==> config.mk <==
export PLATFORM = sky130hd
export DESIGN_NAME = ctl_serial_port
export DESIGN_NICKNAME = d
export VERILOG_FILES = /design/src/rtl/ctl_port_pkg.sv /design/src/rtl/ctl_sync.sv /design/src/rtl/ctl_frame_rx.sv /design/src/rtl/ctl_reg.sv /design/src/rtl/ctl_serial_port.sv
export SDC_FILE = /design/constraint.sdc
export NUM_CORES = 1
export LEC_CHECK = 0
export BUFFER_PORTS_ARGS = -buffer_cell sky130_fd_sc_hd__buf_4
export CORE_MARGIN = 2
export CORE_UTILIZATION = 40
export DETAILED_ROUTE_END_ITERATION = 10
export GPL_ROUTABILITY_DRIVEN = 0
export GPL_TIMING_DRIVEN = 0
export PLACE_DENSITY_LB_ADDON = 0.25
export SYNTH_ARGS = -nofsm -noshare
export SYNTH_HDL_FRONTEND = slang
export SYNTH_SLANG_ARGS = --single-unit
export TNS_END_PERCENT = 50
==> constraint.sdc <==
create_clock -name clk_i -period 4.2 [get_ports clk_i]
set_clock_uncertainty 0.2 [all_clocks]
set_input_delay 0.84 -clock clk_i [delete_from_list [all_inputs] [get_ports clk_i]]
set_output_delay 0.84 -clock clk_i [all_outputs]
set_load 0.1 [all_outputs]
==> src/rtl/ctl_port_pkg.sv <==
package ctl_port_pkg;
  localparam int unsigned CHAN_W = 3;
  localparam int unsigned WORD_W = CHAN_W + 2;

  typedef struct packed {
    logic [CHAN_W-1:0] chan;
    logic              conv;
    logic              stby;
  } ctl_word_t;
endpackage

==> src/rtl/ctl_sync.sv <==
module ctl_sync #(
  parameter int unsigned         WIDTH   = 3,
  parameter int unsigned         STAGES  = 2,
  parameter logic [WIDTH-1:0]    RST_VAL = '0
) (
  input  logic             clk_i,
  input  logic             rst_ni,
  input  logic [WIDTH-1:0] d_i,
  output logic [WIDTH-1:0] q_o
);
  logic [WIDTH-1:0] stg_q [STAGES];

  for (genvar g = 0; g < STAGES; g++) begin : g_stage
    if (g == 0) begin : g_first
      always_ff @(posedge clk_i or negedge rst_ni)
        if (!rst_ni) stg_q[g] <= RST_VAL;
        else         stg_q[g] <= d_i;
    end else begin : g_next
      always_ff @(posedge clk_i or negedge rst_ni)
        if (!rst_ni) stg_q[g] <= RST_VAL;
        else         stg_q[g] <= stg_q[g-1];
    end
  end

  assign q_o = stg_q[STAGES-1];
endmodule

==> src/rtl/ctl_frame_rx.sv <==
module ctl_frame_rx
  import ctl_port_pkg::*;
#(
  parameter int unsigned COMMIT_EDGE = 6,
  parameter int unsigned STBY_EDGE   = 7
) (
  input  logic      clk_i,
  input  logic      rst_ni,
  input  logic      fs_n_i,
  input  logic      sck_i,
  input  logic      sdi_i,
  output ctl_word_t word_o,
  output logic      commit_o,
  output logic      stby_commit_o,
  output logic      abort_conv_o
);
  localparam int unsigned CNT_W = $clog2(STBY_EDGE + 1);

  logic             sck_q, fs_q;
  logic [CNT_W-1:0] cnt_q;
  logic [WORD_W-1:0] sh_q;
  logic             fall, edge_ok;

  assign fall    = sck_q & ~sck_i;
  assign edge_ok = ~fs_n_i & fall;

  always_ff @(posedge clk_i or negedge rst_ni) begin
    if (!rst_ni) begin
      sck_q <= 1'b1;
      fs_q  <= 1'b1;
    end else begin
      sck_q <= sck_i;
      fs_q  <= fs_n_i;
    end
  end

  always_ff @(posedge clk_i or negedge rst_ni) begin
    if (!rst_ni) begin
      cnt_q <= '0;
      sh_q  <= '0;
    end else if (fs_n_i) begin
      cnt_q <= '0;
      sh_q  <= '0;
    end else if (fall) begin
      for (int b = 0; b < int'(WORD_W); b++)
        if (cnt_q == CNT_W'(b)) sh_q[WORD_W-1-b] <= sdi_i;
      if (cnt_q < CNT_W'(STBY_EDGE)) cnt_q <= cnt_q + 1'b1;
    end
  end

  assign word_o        = ctl_word_t'(sh_q);
  assign commit_o      = edge_ok && (cnt_q == CNT_W'(COMMIT_EDGE - 1));
  assign stby_commit_o = edge_ok && (cnt_q == CNT_W'(STBY_EDGE - 1));
  // frame closed early after the convert flag arrived
  assign abort_conv_o  = fs_n_i && !fs_q && word_o.conv &&
                         (cnt_q >= CNT_W'(WORD_W - 1)) &&
                         (cnt_q <  CNT_W'(COMMIT_EDGE));

  p_cnt_clear_r8: assert property (@(posedge clk_i) disable iff (!rst_ni)
    fs_n_i |=> (cnt_q == '0));
  p_one_event_r4: assert property (@(posedge clk_i) disable iff (!rst_ni)
    $onehot0({commit_o, stby_commit_o, abort_conv_o}));
endmodule

==> src/rtl/ctl_reg.sv <==
module ctl_reg
  import ctl_port_pkg::*;
(
  input  logic              clk_i,
  input  logic              rst_ni,
  input  ctl_word_t         word_i,
  input  logic              commit_i,
  input  logic              stby_commit_i,
  input  logic              abort_conv_i,
  output logic [CHAN_W-1:0] chan_o,
  output logic              conv_o,
  output logic              stby_o,
  output logic              addr_load_o,
  output logic              conv_req_o
);
  always_ff @(posedge clk_i or negedge rst_ni) begin
    if (!rst_ni) begin
      chan_o      <= '0;
      conv_o      <= 1'b0;
      stby_o      <= 1'b0;
      addr_load_o <= 1'b0;
      conv_req_o  <= 1'b0;
    end else begin
      addr_load_o <= commit_i;
      conv_req_o  <= (commit_i && word_i.conv) || abort_conv_i;
      if (commit_i) begin
        chan_o <= word_i.chan;
        conv_o <= word_i.conv;
      end
      if (stby_commit_i) stby_o <= word_i.stby;
    end
  end

  p_hold_fields_r4: assert property (@(posedge clk_i) disable iff (!rst_ni)
    !commit_i |=> ($stable(chan_o) && $stable(conv_o)));
  p_stby_late_r5: assert property (@(posedge clk_i) disable iff (!rst_ni)
    !stby_commit_i |=> $stable(stby_o));
  p_load_pulse_r3: assert property (@(posedge clk_i) disable iff (!rst_ni)
    addr_load_o |=> !addr_load_o);
  p_conv_pulse_r7: assert property (@(posedge clk_i) disable iff (!rst_ni)
    conv_req_o |=> !conv_req_o);
endmodule

==> src/rtl/ctl_serial_port.sv <==
module ctl_serial_port
  import ctl_port_pkg::*;
#(
  parameter int unsigned SYNC_STAGES = 2,
  parameter int unsigned COMMIT_EDGE = 6,
  parameter int unsigned STBY_EDGE   = 7
) (
  input  logic              clk_i,
  input  logic              rst_ni,
  input  logic              fs_ni,
  input  logic              sck_i,
  input  logic              sdi_i,
  output logic [CHAN_W-1:0] chan_o,
  output logic              sw_conv_o,
  output logic              stby_o,
  output logic              addr_load_o,
  output logic              conv_req_o
);
  logic [2:0] pins_s;
  ctl_word_t  word;
  logic       commit, stby_commit, abort_conv;

  ctl_sync #(.WIDTH(3), .STAGES(SYNC_STAGES), .RST_VAL(3'b110)) i_sync (
    .clk_i (clk_i),
    .rst_ni(rst_ni),
    .d_i   ({fs_ni, sck_i, sdi_i}),
    .q_o   (pins_s)
  );

  ctl_frame_rx #(.COMMIT_EDGE(COMMIT_EDGE), .STBY_EDGE(STBY_EDGE)) i_rx (
    .clk_i        (clk_i),
    .rst_ni       (rst_ni),
    .fs_n_i       (pins_s[2]),
    .sck_i        (pins_s[1]),
    .sdi_i        (pins_s[0]),
    .word_o       (word),
    .commit_o     (commit),
    .stby_commit_o(stby_commit),
    .abort_conv_o (abort_conv)
  );

  ctl_reg i_reg (
    .clk_i        (clk_i),
    .rst_ni       (rst_ni),
    .word_i       (word),
    .commit_i     (commit),
    .stby_commit_i(stby_commit),
    .abort_conv_i (abort_conv),
    .chan_o       (chan_o),
    .conv_o       (sw_conv_o),
    .stby_o       (stby_o),
    .addr_load_o  (addr_load_o),
    .conv_req_o   (conv_req_o)
  );

  p_conv_matches_r6: assert property (@(posedge clk_i) disable iff (!rst_ni)
    addr_load_o |-> (conv_req_o == sw_conv_o));
endmodule

==> metrics.yaml, run 1 <==
status: "finished clean"
fmax_mhz: 493.4
die_y_um: 54.06
ctsResizeCount: 0
cts_tree: "done"
ys.warnings.count: 0
rsz0062_at_grt: "no"
multiInputGateArea_um2: 384.1
antenna_found_initial: 0
dpl.cell_count: 116
postCtsSetupBuffers: 0
whs_endpoint: "i_sync.q_o[0]$_DFF_PN0_"
maxCapViolCount: 0
crit_type: "register to primary output"
core_area_um2: 2432
pin_count: 12
path_delay_family: "flip-flops"
crit_slowest_cell: "dfrtp_1"
htreeDepth: 1
synth_seq_cells: 23
syn_inst: 75
grt_pass1_vias: 556
setup_viol: 0
wl_per_cell_um: 13.38
area_delta_synth_final_pct: 14.98
regArea_um2: 583.1
synthDistinctLibCells: 25
final_max_slew_viol_count: 0
num_vias: 581
drive_gt1_frac: 0.3778
clk_latency_ps: 320
die_x_um: 54.06
arrival_ps: 990
overflow: 0
yosysSeqAreaShare: 0.5818
finalNonFillerCells: 120
fillers: 219
reg2reg_from: "i_rx.cnt_q[1]$_DFFE_PN0P_"
power_density_nw_per_um2: 313.9
final_nets: 101
clock_sinks: 23
via_per_inst: 4.842
rows: 18
avgSynthCellArea_um2: 13.36
cp-end-kind: "primary output"
worstHoldPathType: "register to register"
hold_buffers: 0
drtPass1Iterations: 4
finalHoldViolations: 0
ant_nets: 0
grt_usage: 0.1335
cts_made_buffers: 3
p_leak_nw: 0.5341
syn_area_um2: 1002
cts_root_buf: "clkbuf_4"
die-area_um2: 2922
max_slew_margin: 0.8078
worstPathCellList: "buf_4"
io_buffer_count: 11
rr_worst_depth: 5
min_path_cells: 0
fin_crit_ps: 2027
crit_required_ps: 3160
worstHoldStart: "i_sync.stg_q[3]$_DFF_PN0_"
r2r_setup_slack_ps: 2580
setup_tns_ps: 0
grt_max_degree: 24
cts.reportedPaths.clkPinSlew_ps: 130
cp-start-kind: "register"
r2r_end: "i_rx.word_o[3]$_DFFE_PN0P_"
tightest_slew_ps: 288.4
grt_pass1_wl_mm: 2.622
worstPathMaxFanout: 2
synthesis.nets: 85
post-route-period-util: 0.4825
antenna_cells: 0
cts_buffer_depth: 2
start_util: 0.4120
irDropWorstVdd_v: 0.0002123
max_stage_delay_ps: 380
path_buf_inv: 1
drc_errors: 0
routed_wl_mm: 1.606
drt_iter0_drc: 8
## flip-flops by register name (all words and copies together), names as in the netlist, 3 cells and up
register and count:
i_sync.stg_q 3, i_rx.cnt_q 3, i_rx.word_o 5, i_reg.chan_o 3, i_sync.q_o 3
## layer usage
layer	wire length [µm]	global-route usage
met3	60	0.03333
met4	42	0.08750
met5	0	0
met2	726	0.2012
met1	777	0.1693
## worst max-delay path by stage
stage                           startpoint         to  depth (start not counted)
3_5_place_dp   i_reg.chan_o[1]$_DFFE_PN0P_  chan_o[1]                          1
3_3_place_gp   i_reg.chan_o[2]$_DFFE_PN0P_  chan_o[2]                          1
6_report       i_reg.chan_o[1]$_DFFE_PN0P_  chan_o[1]                          1
2_1_floorplan  i_reg.chan_o[0]$_DFFE_PN0P_  chan_o[0]                          0
4_1_cts        i_reg.chan_o[1]$_DFFE_PN0P_  chan_o[1]                          1
5_1_grt        i_reg.chan_o[1]$_DFFE_PN0P_  chan_o[1]                          1
## per-stage QoR
| step | hold WS, ps | worst slack [ps] | total power, W | instance area (µm²) | util |
|---|---|---|---|---|---|
| floorplan | 131.2 | 2262 | 0.0002487 | 1002 | - |
| global placement | 132.7 | 2543 | 0.0002592 | 1122 | 0.4614 |
| CTS | 166.8 | 2153 | 0.0003676 | 1152 | 0.4738 |
| global route | 168.6 | 2114 | 0.0003783 | 1152 | 0.4738 |
| finish | 163.7 | 2173 | 0.0003618 | 1152 | 0.4738 |
| detailed placement | 136.2 | 2533 | 0.0002602 | 1122 | 0.4614 |
## kinds of logic (layout without fill, tap and decap cells)
logic type,count (synthesis),in the layout,share of synthesized area
simple gates,20,20,0.1561
flops,23,23,0.5818
compound gates,11,11,0.06367
fa+ha+maj,5,5,0.06242
buf+inv,8,23,0.03495
mux,8,8,0.1011
## report_power, final
part | internal [W] | switching, W | total, W
Combinational | 0.00000830 | 0.0000123 | 0.0000206
Clock | 0.0000364 | 0.0000698 | 0.000106
Sequential | 0.000229 | 0.00000549 | 0.000235
Total | 0.000274 | 0.0000876 | 0.000362
## layout by cell type, fill, tap and decap left out, types with 4 or more instances in the layout
cell type	n
a21oi_1	5
mux2_4	4
nor2_1	4
dfstp_2	6
buf_4	12
inv_1	6
dfrtp_1	17
ha_1	5
## worst register-to-register path: stages (launching register included)
cell	delay [ps]
dfrtp_1	480
inv_1	130
ha_1	220
and4bb_2	260
mux2i_1	180
nor2_1	50
## Yosys cell counts (all sizes together)
master,number,area share
dfrtp,17,0.42
dfstp,6,0.16
inv,6,0.022
a21oi,5,0.025
ha,5,0.062
mux2,5,0.071
nand3,4,0.032
nor2,4,0.015
and4bb,3,0.037
mux2i,3,0.030
o21ai,3,0.015
and2,2,0.012
buf,2,0.012
nor2b,2,0.027
a211oi,1,0.0075
a21boi,1,0.0075
nand2,1,0.0037
nand2b,1,0.0062
nand4,1,0.0062
nor3b,1,0.0075
o41ai,1,0.0087
or2b,1,0.0075
## cell type report
type	count	share of cell area
Sequential cell	23	0.5060
Multi-Input combinational cell	44	0.3333
Clock buffer	3	0.01954
Tap cell	30	0.03257
Timing Repair Buffer	11	0.07166
Clock inverter	1	0.006515
Inverter	6	0.01954
Buffer	2	0.01086
(Power assumes the default switching activity.)
==> run 2: changes to the inputs <==
Clock period 4.2 ns to 1.7 ns, I/O delays scaled along.
==> run 2 against run 1 <==
Die area stayed put; sequential share of layout area is 1.7 points lower; non-clock buffer count up 4; worst setup slack worse by 2100 ps; clock power up 150%; critical path depth grew 4; critical path type is now register to register; largest power group unchanged.
==> metrics.yaml, run 2 (synthesis gave the netlist of run 1 again) <==
worstPathMaxFanout: 8  # +6
htreeDepth: 1  # unchanged
rows: 18  # unchanged
setup_tns_ps: 0  # unchanged
ant_nets: 0  # unchanged
drive_gt1_frac: 0.3617  # -0.01608
core_area_um2: 2432  # unchanged
antenna_found_initial: 0  # unchanged
max_stage_delay_ps: 480  # +100 ps
post-place-ws_ps: 92.28  # -2440 ps
hold_buffers: 4  # +4
drt_iter0_drc: 8  # unchanged
wl_per_cell_um: 13.37  # about the same
grt_pass1_vias: 590  # +6.1%
routed_wl_mm: 1.658  # +3.2%
finalHoldViolations: 0  # unchanged
fin_crit_ps: 1618
clock_sinks: 23  # unchanged
p_leak_nw: 0.5508  # +3.1%
area_delta_synth_final_pct: 18.98
via_per_inst: 4.790  # -1.1%
die_y_um: 54.06  # unchanged
postCtsSetupBuffers: 0  # unchanged
crit_type: "register to register"
maxCapViolCount: 0  # unchanged
cts_made_buffers: 3  # unchanged
tightest_slew_ps: 288.2  # -0.1522 ps
whs_ps: 163.9  # +0.1310 ps
finish.instance_area_um2: 1192  # +3.5%
start_util: 0.4120  # unchanged
drtPass1Iterations: 4  # unchanged
largest_reg_flops: 5  # unchanged
cts_buffer_depth: 2  # unchanged
cp-start-kind: "register"
layout_commonest_cell: "dfrtp_1"
antenna_cells: 0  # unchanged
overflow: 0  # unchanged
ctsResizeCount: 0  # unchanged
rsz0062_at_grt: "no"
worstPathCellList: "inv_1 > ha_1 > and4bb_2 > mux2i_1 > nor2_1"
cts_root_buf: "clkbuf_4"
grt_max_degree: 24  # unchanged
crit_required_ps: 1720  # -1440 ps
pin_count: 12  # unchanged
most-common-layout-cells: "17 x dfrtp_1, 12 x buf_4, 6 x inv_1, 6 x dfstp_2"
power_density_nw_per_um2: 756.1  # +140%
fmax_mhz: 618.1
post-route-period-util: 0.9517
status: "finished clean"
setup_viol: 0  # unchanged
clk_latency_ps: 320  # about the same
io_buffer_count: 11  # unchanged
grt_usage: 0.1382  # +0.004703
grt_pass1_wl_mm: 2.718  # +3.7%
setup_ws_ps: 82.04  # -2091 ps
irDropWorstVdd_v: 0.0005347  # +150%
die-area_um2: 2922  # unchanged
worstHoldPathType: "register to register"
drc_errors: 0  # unchanged
crit_slowest_cell: "dfrtp_1"
cts.reportedPaths.clkPinSlew_ps: 130  # about the same
cts_tree: "done"
cp-end-kind: "register"
final_nets: 105  # +4.0%
arrival_ps: 1630  # +640 ps
num_vias: 594  # +2.2%
final_max_slew_viol_count: 0  # unchanged
placed_area_um2: 1122  # unchanged
max_slew_margin: 0.8079  # about the same
die_x_um: 54.06  # unchanged
## run 2: changes by cell type in the layout (fill, tap and decap cells not counted), sizes merged
cell / before / now
dlygate4sd3: 0 / 4
## run 2: through the flow
| stage | util | power [W] | cells |
|---|---|---|---|
| 2_1_floorplan | - | 0.0006144 | 75 |
| 3_3_place_gp | 0.4614 | 0.0006403 | 116 |
| 3_5_place_dp | 0.4614 | 0.0006427 | 116 |
| 4_1_cts | 0.4902 | 0.0009153 | 124 |
| 5_1_grt | 0.4902 | 0.0009425 | 124 |
| 6_report | 0.4902 | 0.0009015 | 124 |
## run 2: layout make-up
class | instances | area, µm²
fillers | 215 | 1240
flip-flops and latches | 23 | 583.1
multi-input cells | 44 | 384.1
repair buffers | 15 | 122.6
well taps | 30 | 37.54
clock buffers | 3 | 22.52
inverters | 6 | 22.52
plain buffers | 2 | 12.51
clock inverters | 1 | 7.507
## run 2: metal layers
| metal | global-route usage | part of all wire | vias to the layer above |
|---|---|---|---|
| met4 | 0.08750 | 0.025 | 0 |
| met1 | 0.1658 | 0.48 | 280 |
| li1 | - | - | 297 |
| met3 | 0.03333 | 0.033 | 4 |
| met5 | 0 | 0 | - |
| met2 | 0.2215 | 0.47 | 13 |
## run 2: report_power, final
group	internal (W)	switching (W)
combinational	0.0000265	0.0000318
sequential	0.000567	0.0000135
clock	0.0000899	0.000173
total	0.000683	0.000218
## run 2: final timing paths
kind,start,endpoint,slack [ps],cells after the start
max,i_rx.cnt_q[1]$_DFFE_PN0P_,i_rx.word_o[3]$_DFFE_PN0P_,80,5
min,i_sync.stg_q[3]$_DFF_PN0_,i_sync.q_o[0]$_DFF_PN0_,160,0
max reg2reg,i_rx.cnt_q[1]$_DFFE_PN0P_,i_rx.word_o[3]$_DFFE_PN0P_,80,5
min reg2reg,i_sync.stg_q[3]$_DFF_PN0_,i_sync.q_o[0]$_DFF_PN0_,160,0
max in group asynchronous,rst_ni,i_rx.sck_q$_DFF_PN1_,790,2
min in group asynchronous,rst_ni,i_reg.chan_o[2]$_DFFE_PN0P_,230,2
## run 2: critical path, delay by kind of cell (launching register included)
| family | cells | cell delay (ps) |
|---|---|---|
| fa+ha+maj | 1 | 220 |
| buf+inv | 1 | 130 |
| flops | 1 | 480 |
| mux | 1 | 180 |
| simple gates | 2 | 310 |
